### config.mk
export PLATFORM = sky130hd
export DESIGN_NAME = start_gated_rx
export DESIGN_NICKNAME = d
export VERILOG_FILES = /design/src/rtl/sgrx_pkg.sv /design/src/rtl/sgrx_sync.sv /design/src/rtl/sgrx_start_latch.sv /design/src/rtl/sgrx_bit_timer.sv /design/src/rtl/sgrx_frame.sv /design/src/rtl/start_gated_rx.sv
export SDC_FILE = /design/constraint.sdc
export NUM_CORES = 1
export LEC_CHECK = 0
export CORE_MARGIN = 10
export CORE_UTILIZATION = 54
export CTS_CLUSTER_SIZE = 25
export DETAILED_ROUTE_END_ITERATION = 8
export GPL_ROUTABILITY_DRIVEN = 0
export PLACE_DENSITY = 0.77
export SYNTH_ARGS = -nofsm -noshare
export SYNTH_HDL_FRONTEND = slang
export SYNTH_SLANG_ARGS = --single-unit
### constraint.sdc
create_clock -name clk_i -period 2.25 [get_ports clk_i]
set_input_delay 0.45 -clock clk_i [delete_from_list [all_inputs] [get_ports clk_i]]
set_output_delay 0.45 -clock clk_i [all_outputs]
set_load 0.01 [all_outputs]
### src/rtl/sgrx_pkg.sv
`timescale 1ns/1ps
package sgrx_pkg;
  // start + data + stop
  function automatic int unsigned frame_len(input int unsigned data_bits);
    return data_bits + 2;
  endfunction
endpackage

### src/rtl/sgrx_sync.sv
`timescale 1ns/1ps
module sgrx_sync #(
  parameter int unsigned STAGES = 2
) (
  input  logic clk_i,
  input  logic rst_ni,
  input  logic d_i,
  output logic q_o,
  output logic fall_o
);
  logic [STAGES-1:0] pipe_q;
  logic              prev_q;

  always_ff @(posedge clk_i or negedge rst_ni) begin
    if (!rst_ni) begin
      pipe_q <= '1;
      prev_q <= 1'b1;
    end else begin
      pipe_q <= {pipe_q[STAGES-2:0], d_i};
      prev_q <= pipe_q[STAGES-1];
    end
  end

  assign q_o    = pipe_q[STAGES-1];
  assign fall_o = prev_q & ~pipe_q[STAGES-1];
endmodule

### src/rtl/sgrx_start_latch.sv
`timescale 1ns/1ps
module sgrx_start_latch (
  input  logic clk_i,
  input  logic rst_ni,
  input  logic set_i,
  input  logic clr_i,
  output logic active_o
);
  logic active_q;

  // clear wins: end of frame or rejected start
  always_ff @(posedge clk_i or negedge rst_ni) begin
    if (!rst_ni)      active_q <= 1'b0;
    else if (clr_i)   active_q <= 1'b0;
    else if (set_i)   active_q <= 1'b1;
  end

  assign active_o = active_q;
endmodule

### src/rtl/sgrx_bit_timer.sv
`timescale 1ns/1ps
module sgrx_bit_timer #(
  parameter int unsigned OVERSAMPLE = 16,
  parameter int unsigned FRAME_BITS = 10,
  localparam int unsigned CW   = $clog2(OVERSAMPLE),
  localparam int unsigned IW   = $clog2(FRAME_BITS),
  localparam int unsigned HALF = OVERSAMPLE / 2
) (
  input  logic          clk_i,
  input  logic          rst_ni,
  input  logic          run_i,
  output logic          smp_o,
  output logic [IW-1:0] idx_o
);
  logic [CW-1:0] cnt_q;
  logic [IW-1:0] idx_q;

  // held in reset whenever the start latch is clear
  always_ff @(posedge clk_i or negedge rst_ni) begin
    if (!rst_ni) begin
      cnt_q <= '0;
      idx_q <= '0;
    end else if (!run_i) begin
      cnt_q <= '0;
      idx_q <= '0;
    end else if (cnt_q == CW'(OVERSAMPLE-1)) begin
      cnt_q <= '0;
      idx_q <= idx_q + IW'(1);
    end else begin
      cnt_q <= cnt_q + CW'(1);
    end
  end

  assign smp_o = run_i && (cnt_q == CW'(HALF-1));
  assign idx_o = idx_q;
endmodule

### src/rtl/sgrx_frame.sv
`timescale 1ns/1ps
module sgrx_frame #(
  parameter int unsigned DATA_BITS  = 8,
  parameter int unsigned FRAME_BITS = 10,
  localparam int unsigned IW = $clog2(FRAME_BITS)
) (
  input  logic                 clk_i,
  input  logic                 rst_ni,
  input  logic                 smp_i,
  input  logic [IW-1:0]        idx_i,
  input  logic                 bit_i,
  output logic                 done_o,
  output logic                 glitch_o,
  output logic [DATA_BITS-1:0] data_o,
  output logic                 valid_o,
  output logic                 ferr_o
);
  logic [DATA_BITS-1:0] shift_q, hold_q;
  logic                 valid_q, ferr_q;
  logic                 is_start, is_stop;

  assign is_start = (idx_i == '0);
  assign is_stop  = (idx_i == IW'(FRAME_BITS-1));
  assign done_o   = smp_i && is_stop;
  assign glitch_o = smp_i && is_start && bit_i;

  always_ff @(posedge clk_i or negedge rst_ni) begin
    if (!rst_ni) begin
      shift_q <= '0;
      hold_q  <= '0;
      valid_q <= 1'b0;
      ferr_q  <= 1'b0;
    end else begin
      valid_q <= 1'b0;
      if (smp_i && !is_start && !is_stop)
        shift_q <= {bit_i, shift_q[DATA_BITS-1:1]};  // LSB first
      if (done_o) begin
        hold_q  <= shift_q;
        valid_q <= 1'b1;
        ferr_q  <= ~bit_i;
      end
    end
  end

  assign data_o  = hold_q;
  assign valid_o = valid_q;
  assign ferr_o  = ferr_q;
endmodule

### src/rtl/start_gated_rx.sv
`timescale 1ns/1ps
module start_gated_rx #(
  parameter int unsigned DATA_BITS   = 8,
  parameter int unsigned OVERSAMPLE  = 16,
  parameter int unsigned SYNC_STAGES = 2,
  localparam int unsigned FRAME_BITS = sgrx_pkg::frame_len(DATA_BITS),
  localparam int unsigned IW         = $clog2(FRAME_BITS)
) (
  input  logic                 clk_i,
  input  logic                 rst_ni,
  input  logic                 rx_i,
  output logic [DATA_BITS-1:0] data_o,
  output logic                 valid_o,
  output logic                 frame_err_o
);
  logic          rx_s, rx_fall;
  logic          latch_active;
  logic          smp;
  logic [IW-1:0] bit_idx;
  logic          frame_done, start_glitch;

  sgrx_sync #(.STAGES(SYNC_STAGES)) u_sync (
    .clk_i (clk_i), .rst_ni (rst_ni), .d_i (rx_i),
    .q_o (rx_s), .fall_o (rx_fall)
  );

  sgrx_start_latch u_latch (
    .clk_i (clk_i), .rst_ni (rst_ni),
    .set_i (rx_fall), .clr_i (frame_done | start_glitch),
    .active_o (latch_active)
  );

  sgrx_bit_timer #(.OVERSAMPLE(OVERSAMPLE), .FRAME_BITS(FRAME_BITS)) u_timer (
    .clk_i (clk_i), .rst_ni (rst_ni), .run_i (latch_active),
    .smp_o (smp), .idx_o (bit_idx)
  );

  sgrx_frame #(.DATA_BITS(DATA_BITS), .FRAME_BITS(FRAME_BITS)) u_frame (
    .clk_i (clk_i), .rst_ni (rst_ni),
    .smp_i (smp), .idx_i (bit_idx), .bit_i (rx_s),
    .done_o (frame_done), .glitch_o (start_glitch),
    .data_o (data_o), .valid_o (valid_o), .ferr_o (frame_err_o)
  );
endmodule

After elaboration in Yosys (flattened, before gate mapping)
Cells that the tools add are included.

storage, ports and cells
  flip-flop bits (word level) = 30
  input bits = 3
  logic and storage cells = 35

cells by class
  add/sub/neg operators = 2
  equality and inequality tests = 4
  mux-type cells = 7
  bitwise gates (word level) = 3
  reduce and logical (&&, ||, !) cells = 10

operator list
  operator               count
  $mux W4                4
  $add A4 B1 Y4 const B  2
  $eq A4 B4 Y1 const B   2
  $logic_and A1 B1 Y1    6
  $eq A4 B3 Y1 const B   1
  $logic_not A4 Y1       1
  $mux W1                3
  $logic_not A1 Y1       2
  $ne A2 B1 Y1 const B   1
  $reduce_bool A2 Y1     1
  $and A1 B1 Y1          1
  $not A1 Y1             1
  $or A1 B1 Y1           1

Depth between registers and ports, before layout
Gate-level depths: netlist of run 1.

  depth in word-level cells = 6
  mapped depth = 5
  mapped depth without buffers = 5

Cells and area by module
From an unflattened synthesis of run 1, not the netlist that was laid out.

unflattened totals
  cells, all modules = 83
  area, all modules = 1224.9 um^2

modules (own cells, without submodules)
  module            instances  cells an instance  area each (um^2)
  sgrx_frame        1          43                 708.2
  sgrx_bit_timer    1          33                 382.9
  sgrx_sync         1          4                  92.6
  sgrx_start_latch  1          2                  35.0
  start_gated_rx    1          1                  6.3

Least setup slack after synthesis of run 1
OpenSTA, ideal clock, no wires.

  path type = register to register
  start = register u_timer.idx_q[0] (netlist: u_timer.idx_o[0])
  end = register u_frame.shift_q[0]
  data arrival time = 1.521 ns
  slack = 0.605 ns
  cell stages (with the launch flop) = 5
  buffers on the path = 0
  period minus slack after synthesis = 1.645 ns
  cell sequence = dfrtp_1 ha_1 and3b_1 nor3_4 mux2_2

on the way
  longest elaborated chain between the ends = 4
  elaborated cells on any way between the ends = 6

ends and longest elaborated chain
  item                     RTL line              source
  start, declared          sgrx_bit_timer.sv:16  logic [IW-1:0] idx_q;
  start signal, assigned   sgrx_bit_timer.sv:28  idx_q <= idx_q + IW'(1);
  $logic_not A4 Y1         sgrx_frame.sv:22      assign is_start = (idx_i == '0);
  $logic_not A1 Y1         sgrx_frame.sv:35      if (smp_i && !is_start && !is_stop)
  $logic_and A1 B1 Y1      sgrx_frame.sv:35
  $logic_and A1 B1 Y1 (*)  sgrx_frame.sv:35
  end signal, assigned     sgrx_frame.sv:36      shift_q <= {bit_i, shift_q[DATA_BITS-1:1]};
  end, declared            sgrx_frame.sv:18      logic [DATA_BITS-1:0] shift_q, hold_q;

Mark *: on every way between the ends. The rest lies on a longest branch, timed or not.
A chain may end at the register's enable or synchronous reset.

Final worst setup path of run 1
  start = register u_timer.idx_q[0] (netlist: u_timer.idx_o[0])
  end = register u_frame.shift_q[6]

Same word-level chain as after synthesis.

==> impl_metrics.json, run 1 <==
{
  "clock_path_buffers": 2,
  "period_needed_ps": 1820,
  "io_buffers": 12,
  "drv_slew": 0,
  "final_layout_size_suffix_gt1_share_pct": 27.6,
  "setup_viol": 0,
  "seq_power_share_pct": 52.1,
  "viasPerCell": 5.32,
  "post_cts_buffers": 0,
  "grt_max_degree": 31,
  "finalCritPeriodShare_pct": 80.9,
  "cts_tree": "yes",
  "clockRootBuffer": "clkbuf_4",
  "n_fill_cell": 165,
  "drv_cap": 0,
  "cp-startpoint": "u_timer.idx_o[0]$_DFFE_PN0P_",
  "rsz0062_at_grt": "false",
  "power.leakage_nw": 0.679,
  "synth_top_family_by_area": "multiplexers",
  "intPower_mw": 0.973,
  "cts-buffers-inserted": 5,
  "final_nets": 111,
  "required_ps": 2460,
  "synthToLayoutAreaGrowth_pct": 19.2,
  "syn_nets": 91,
  "die-area_um2": 4600,
  "clock-sinks": 30,
  "synthSimpleGateAreaFrac_pct": 11.9,
  "crit_arrival_ps": 2030,
  "hold_viol_final": 0,
  "first_pass_iters": 3,
  "pwr-share-comb_pct": 17.6,
  "min-delay-start": "u_sync.pipe_q[0]$_DFF_PN1_",
  "tightest_slew_ps": 486,
  "muxShareOfSynthArea_pct": 15.4,
  "drt_iter0_drc": 38,
  "power_frac_clock_pct": 30.3,
  "core_area_um2": 2190,
  "grt_pass1_wl_um": 3450,
  "fmax_mhz": 550,
  "start_util_pct": 56.4,
  "via_count": 707,
  "start_kind": "flip-flop",
  "synth_xor_area_share_pct": 2.13,
  "yosys_warnings": 0,
  "grt_pass1_vias": 756,
  "grt_overflow": 0,
  "setup_tns_ps": 0,
  "netSwitchingPower_mw": 0.375,
  "grt.total_usage_pct": 10.2,
  "ant_nets": 0,
  "die_h_um": 67.8,
  "power_density_nw_per_um2": 915,
  "crit_path_end_kind": "flip-flop",
  "synth-compound-area-share_pct": 4.55,
  "hold_path.class": "flip-flop to flip-flop",
  "drcViolationCount": 0,
  "postCtsHoldBufs": 0,
  "ys_types": 25,
  "dp_hpwl_um": 1440,
  "outcome": "finished clean",
  "grt_antenna_before_repair": 0,
  "synth-adder-area-share_pct": 4.05,
  "reg2reg_from": "u_timer.idx_o[0]$_DFFE_PN0P_",
  "crit_fanout": 8,
  "diodes": 0,
  "die_w_um": 67.8,
  "p_total_mw": 1.35,
  "netlist_area_um2": 1240,
  "drt-total-wl_um": 1990,
  "vdd_drop_max_mv": 0.683,
  "htree_levels": 2,
  "wire_per_inst_um": 15.0,
  "row_count": 17,
  "synth.avg_cell_area_um2": 14.7,
  "slew-limit-headroom_pct": 67.5,
  "cts-resized-gates": 0,
  "crit_type": "flip-flop to flip-flop",
  "synthCells": 84,
  "io_pins": 13,
  "swShare_pct": 27.8,
  "fin_skew_ps": 7.66,
  "ys_seq_elements": 30,
  "clk_latency_ps": 320,
  "synth_seq_area_share_pct": 61.0,
  "clk_pin_slew_ps": 90
}
-- worst paths after layout --
path                                                       end  slack, ps  depth (start not counted)
worst max-delay path            u_frame.shift_q[6]$_DFFE_PN0P_        430                          4
worst min-delay path                u_sync.pipe_q[1]$_DFF_PN1_        360                          0
worst max register to register  u_frame.shift_q[6]$_DFFE_PN0P_        430                          4
worst min register to register      u_sync.pipe_q[1]$_DFF_PN1_        360                          0
max in group asynchronous           u_sync.pipe_q[1]$_DFF_PN1_       1440                          2
min in group asynchronous           u_timer.cnt_q[1]$_DFF_PN0_        500                          2
-- synth_stat cells --
cell,n,area (um^2)
and2_1,4,25.0
nand4_1,1,6.26
nor3b_1,1,7.51
inv_1,3,11.3
nor3_4,1,16.3
xnor2_1,2,17.5
a21boi_0,2,15.0
dfrtp_1,27,676
nand3_1,2,10.0
nand4b_4,1,23.8
or3_1,1,6.26
nor2_2,1,6.26
nand3b_1,1,7.51
o22a_1,1,8.76
nor2b_1,2,12.5
dfstp_2,3,78.8
xor2_1,1,8.76
and3b_1,2,17.5
a21oi_1,2,10.0
nand4b_1,1,8.76
o21ai_0,3,15.0
mux2_2,16,180
ha_1,4,50.1
mux2i_1,1,10.0
o31ai_1,1,7.51
-- sequential cells by signal, indices dropped and copies added, names as in the netlist --
register and cells:
u_frame.data_o 8, u_sync.pipe_q 2, u_sync.prev_q 1, u_latch.active_o 1, u_frame.ferr_o 1, u_timer.cnt_q 4, u_frame.valid_o 1, u_frame.shift_q 8
u_timer.idx_o 4
-- final cells by class --
| class | instances | area [um^2] | area share, % |
|---|---|---|---|
| sequential | 30 | 754 | 51.2 |
| multi-input combinational | 51 | 470 | 31.9 |
| timing repair buffer | 13 | 128 | 8.66 |
| clock buffer | 7 | 45.0 | 3.06 |
| tap | 28 | 35.0 | 2.38 |
| clock inverter | 1 | 30.0 | 2.04 |
| inverter | 3 | 11.3 | 0.764 |
-- kinds of logic after synthesis --
kind of cell | count (synthesis)
multiplexers | 17
flip-flops | 30
AO/OA/AOI/OAI | 9
adder cells (fa/ha/maj) | 4
XOR/XNOR | 3
buffers and inverters | 3
AND/OR/NAND/NOR | 18
-- power by group through the flow --
stage               Sequential (mW)  Combinational [mW]  Clock, mW
finish                        0.703               0.237      0.408
global placement              0.708               0.231          0
CTS                           0.705               0.242      0.425
floorplan                     0.689               0.193          0
detailed placement            0.717               0.238          0
global route                  0.717               0.271      0.445
-- per-stage QoR --
stage	hold slack (ps)	instances	utilization, %	area, um^2	setup WS, ps
final	361	133	67.3	1470	431
after global routing	371	133	67.3	1470	358
after CTS	363	133	67.3	1470	426
after detailed placement	350	125	63.8	1400	459
after global placement	347	125	63.8	1400	482
after floorplan	154	84	-	1240	605
-- layer usage --
layer / global-route usage (%) / wire length (um) / vias to the layer above
li1: - / - / 343
met1: 11.1 / 836 / 344
met2: 16.2 / 956 / 13
met3: 5.22 / 150 / 7
met4: 5.28 / 46 / 0
met5: 0 / 0 / -
-- worst max-delay path, stage by stage (launching register included) --
cell	delay [ps]
dfrtp_1	450
ha_1	230
and3b_1	220
nor3_4	410
mux2_2	400
-- placed cells by master, fill, tap and decap left out, types with 2 or more instances in the layout --
master | synthesis | layout
a21oi_1 | 2 | 2
dfstp_2 | 3 | 3
clkbuf_4 | 0 | 5
ha_1 | 4 | 4
xnor2_1 | 2 | 2
and3b_1 | 2 | 2
dfrtp_1 | 27 | 27
inv_1 | 3 | 3
nor2b_1 | 2 | 2
nand3_1 | 2 | 2
mux2_2 | 16 | 16
o21ai_0 | 3 | 3
a21boi_0 | 2 | 2
and2_1 | 4 | 4
clkbuf_1 | 0 | 2
clkdlybuf4s50_1 | 0 | 12
Note: power is estimated with default switching activity, not from simulation.
==> run 2, diff against run 1 <==
Settings changed: CORE_UTILIZATION 54 to 49, PLACE_DENSITY 0.77 to 0.73.
Clock period 2.25 ns to 1.6 ns, I/O delays scaled along.
==> run 2 against run 1 <==
Clock power increased by 36%. Cell area up 8.8%. Maximum frequency up 17%. Worst hold slack lost 3.9 ps. Via count is 6.6% higher.
==> impl_metrics.json, run 2 (synthesized netlist as in run 1, its figures left out) <==
{
  "outcome": "finished clean",
  "fmax_mhz": 642,
  "clock_path_buffers": 2,
  "dp_slack_ps": -3.70,
  "io_pins": 13,
  "final_layout_size_suffix_gt1_share_pct": 41.4,
  "p_total_mw": 2.05,
  "final_cell_mix": "dfrtp_1, mux2_2, buf_4, clkdlybuf4s50_1, clkbuf_4",
  "postLayoutCellArea_um2": 1600,
  "slew-limit-headroom_pct": 76.0,
  "rsz0062_at_grt": "true",
  "crit_fanout": 8,
  "place_area_um2": 1500,
  "final_common_cell": "dfrtp_1",
  "cts-buffers-inserted": 5,
  "dp_hpwl_um": 1540,
  "setup_ws_ps": 43.2,
  "drv_slew": 0,
  "ant_nets": 0,
  "first_pass_iters": 4,
  "fin_skew_ps": 15.9,
  "clk_pin_slew_ps": 100,
  "crit_type": "flip-flop to flip-flop",
  "setup_viol": 0,
  "stdcell_count": 146,
  "die_h_um": 70.2,
  "drt-total-wl_um": 2100,
  "finalCritPeriodShare_pct": 97.3,
  "drv_cap": 0,
  "postCtsHoldBufs": 0,
  "clk_latency_ps": 330,
  "post-route-util_pct": 65.9,
  "start_util_pct": 50.8,
  "worstReg2RegEnd": "u_frame.shift_q[5]$_DFFE_PN0P_",
  "cp-startpoint": "u_timer.cnt_q[1]$_DFF_PN0_",
  "required_ps": 1810,
  "rrSetupSlack_ps": 40,
  "htree_levels": 2,
  "hold_viol_final": 0,
  "diodes": 0,
  "grt_pass1_vias": 747,
  "setup_tns_ps": 0,
  "grt_antenna_before_repair": 0,
  "vdd_drop_max_mv": 0.896,
  "grt_max_degree": 31,
  "grt_overflow": 0,
  "hold_slack_ps": 357,
  "via_count": 754,
  "die_w_um": 70.2,
  "period_needed_ps": 1560,
  "core_area_um2": 2430,
  "synthToLayoutAreaGrowth_pct": 29.8,
  "clock-sinks": 30,
  "tightest_slew_ps": 361,
  "reg2reg_from": "u_timer.cnt_q[1]$_DFF_PN0_",
  "power_density_nw_per_um2": 1280,
  "hold_path.class": "primary input to asynchronous set/reset pin",
  "endpoint": "u_frame.shift_q[5]$_DFFE_PN0P_",
  "drcViolationCount": 0,
  "start_kind": "flip-flop",
  "clockRootBuffer": "clkbuf_4",
  "power.leakage_nw": 0.784,
  "io_buffers": 12,
  "die-area_um2": 4930,
  "cts_tree": "yes",
  "wire_per_inst_um": 14.4,
  "dp.cells": 138,
  "n_fill_cell": 178,
  "crit_path_end_kind": "flip-flop",
  "r2r_cells": 5,
  "final_nets": 122,
  "grt.total_usage_pct": 8.91,
  "grt_pass1_wl_um": 3470,
  "row_count": 18,
  "viasPerCell": 5.16,
  "drt_iter0_drc": 13,
  "crit_arrival_ps": 1770
}
-- run 2: changes by cell type in the layout (fill, tap and decap cells not counted), moves of 2 or more --
cell	delta
buf_4	+10
clkbuf_8	+3
ha_1	-3
ha_2	+3
clkbuf_1	-2
clkdlybuf4s50_1	-2
dlymetal6s2s_1	+2
-- run 2: repair_timing --
action / in CTS / in global routing
setup endpoints to repair: 8 / 16
resized for setup: 3 / 6
pin swaps: 2 / 2
buffers inserted: 0 / 1
-- run 2: how the worst min path moves through the flow --
stage                                           endpoint  cells after the start                  startpoint  slack, ps
after CTS                     u_sync.pipe_q[1]$_DFF_PN1_                      0  u_sync.pipe_q[0]$_DFF_PN1_        360
after detailed placement      u_sync.pipe_q[1]$_DFF_PN1_                      0  u_sync.pipe_q[0]$_DFF_PN1_        350
after global routing          u_sync.pipe_q[1]$_DFF_PN1_                      0  u_sync.pipe_q[0]$_DFF_PN1_        360
final                     u_frame.shift_q[0]$_DFFE_PN0P_                      2                      rst_ni        360
after global placement        u_sync.pipe_q[1]$_DFF_PN1_                      0  u_sync.pipe_q[0]$_DFF_PN1_        350
after floorplan            u_frame.data_o[0]$_DFFE_PN0P_                      0                      rst_ni         20
-- run 2: power by group --
| group | leakage [nW] | internal, mW | switching (mW) |
|---|---|---|---|
| clock | 0.0446 | 0.300 | 0.255 |
| combinational | 0.343 | 0.321 | 0.234 |
| sequential | 0.397 | 0.859 | 0.0815 |
-- run 2: critical path, stage by stage, from the launching register on --
cell	delay [ps]
dfrtp_1	390
ha_2	220
nand4b_4	140
nor3_4	220
buf_12	150
mux2_2	330
-- run 2: layer usage --
layer	global-route usage [%]	up-vias	share of wire, %
met1	9.24	375	43
li1	-	359	-
met3	5.51	7	6.9
met5	0	-	0
met2	13.7	13	48
met4	4.61	0	2.0
-- run 2: cell type report --
cell class	count	area, um^2	share of cell area, %
Tap cell	30	37.5	2.34
Sequential cell	30	754	47.0
Clock buffer	8	78.8	4.91
Multi-Input combinational cell	51	494	30.8
Timing Repair Buffer	24	228	14.2
Inverter	3	11.3	0.702
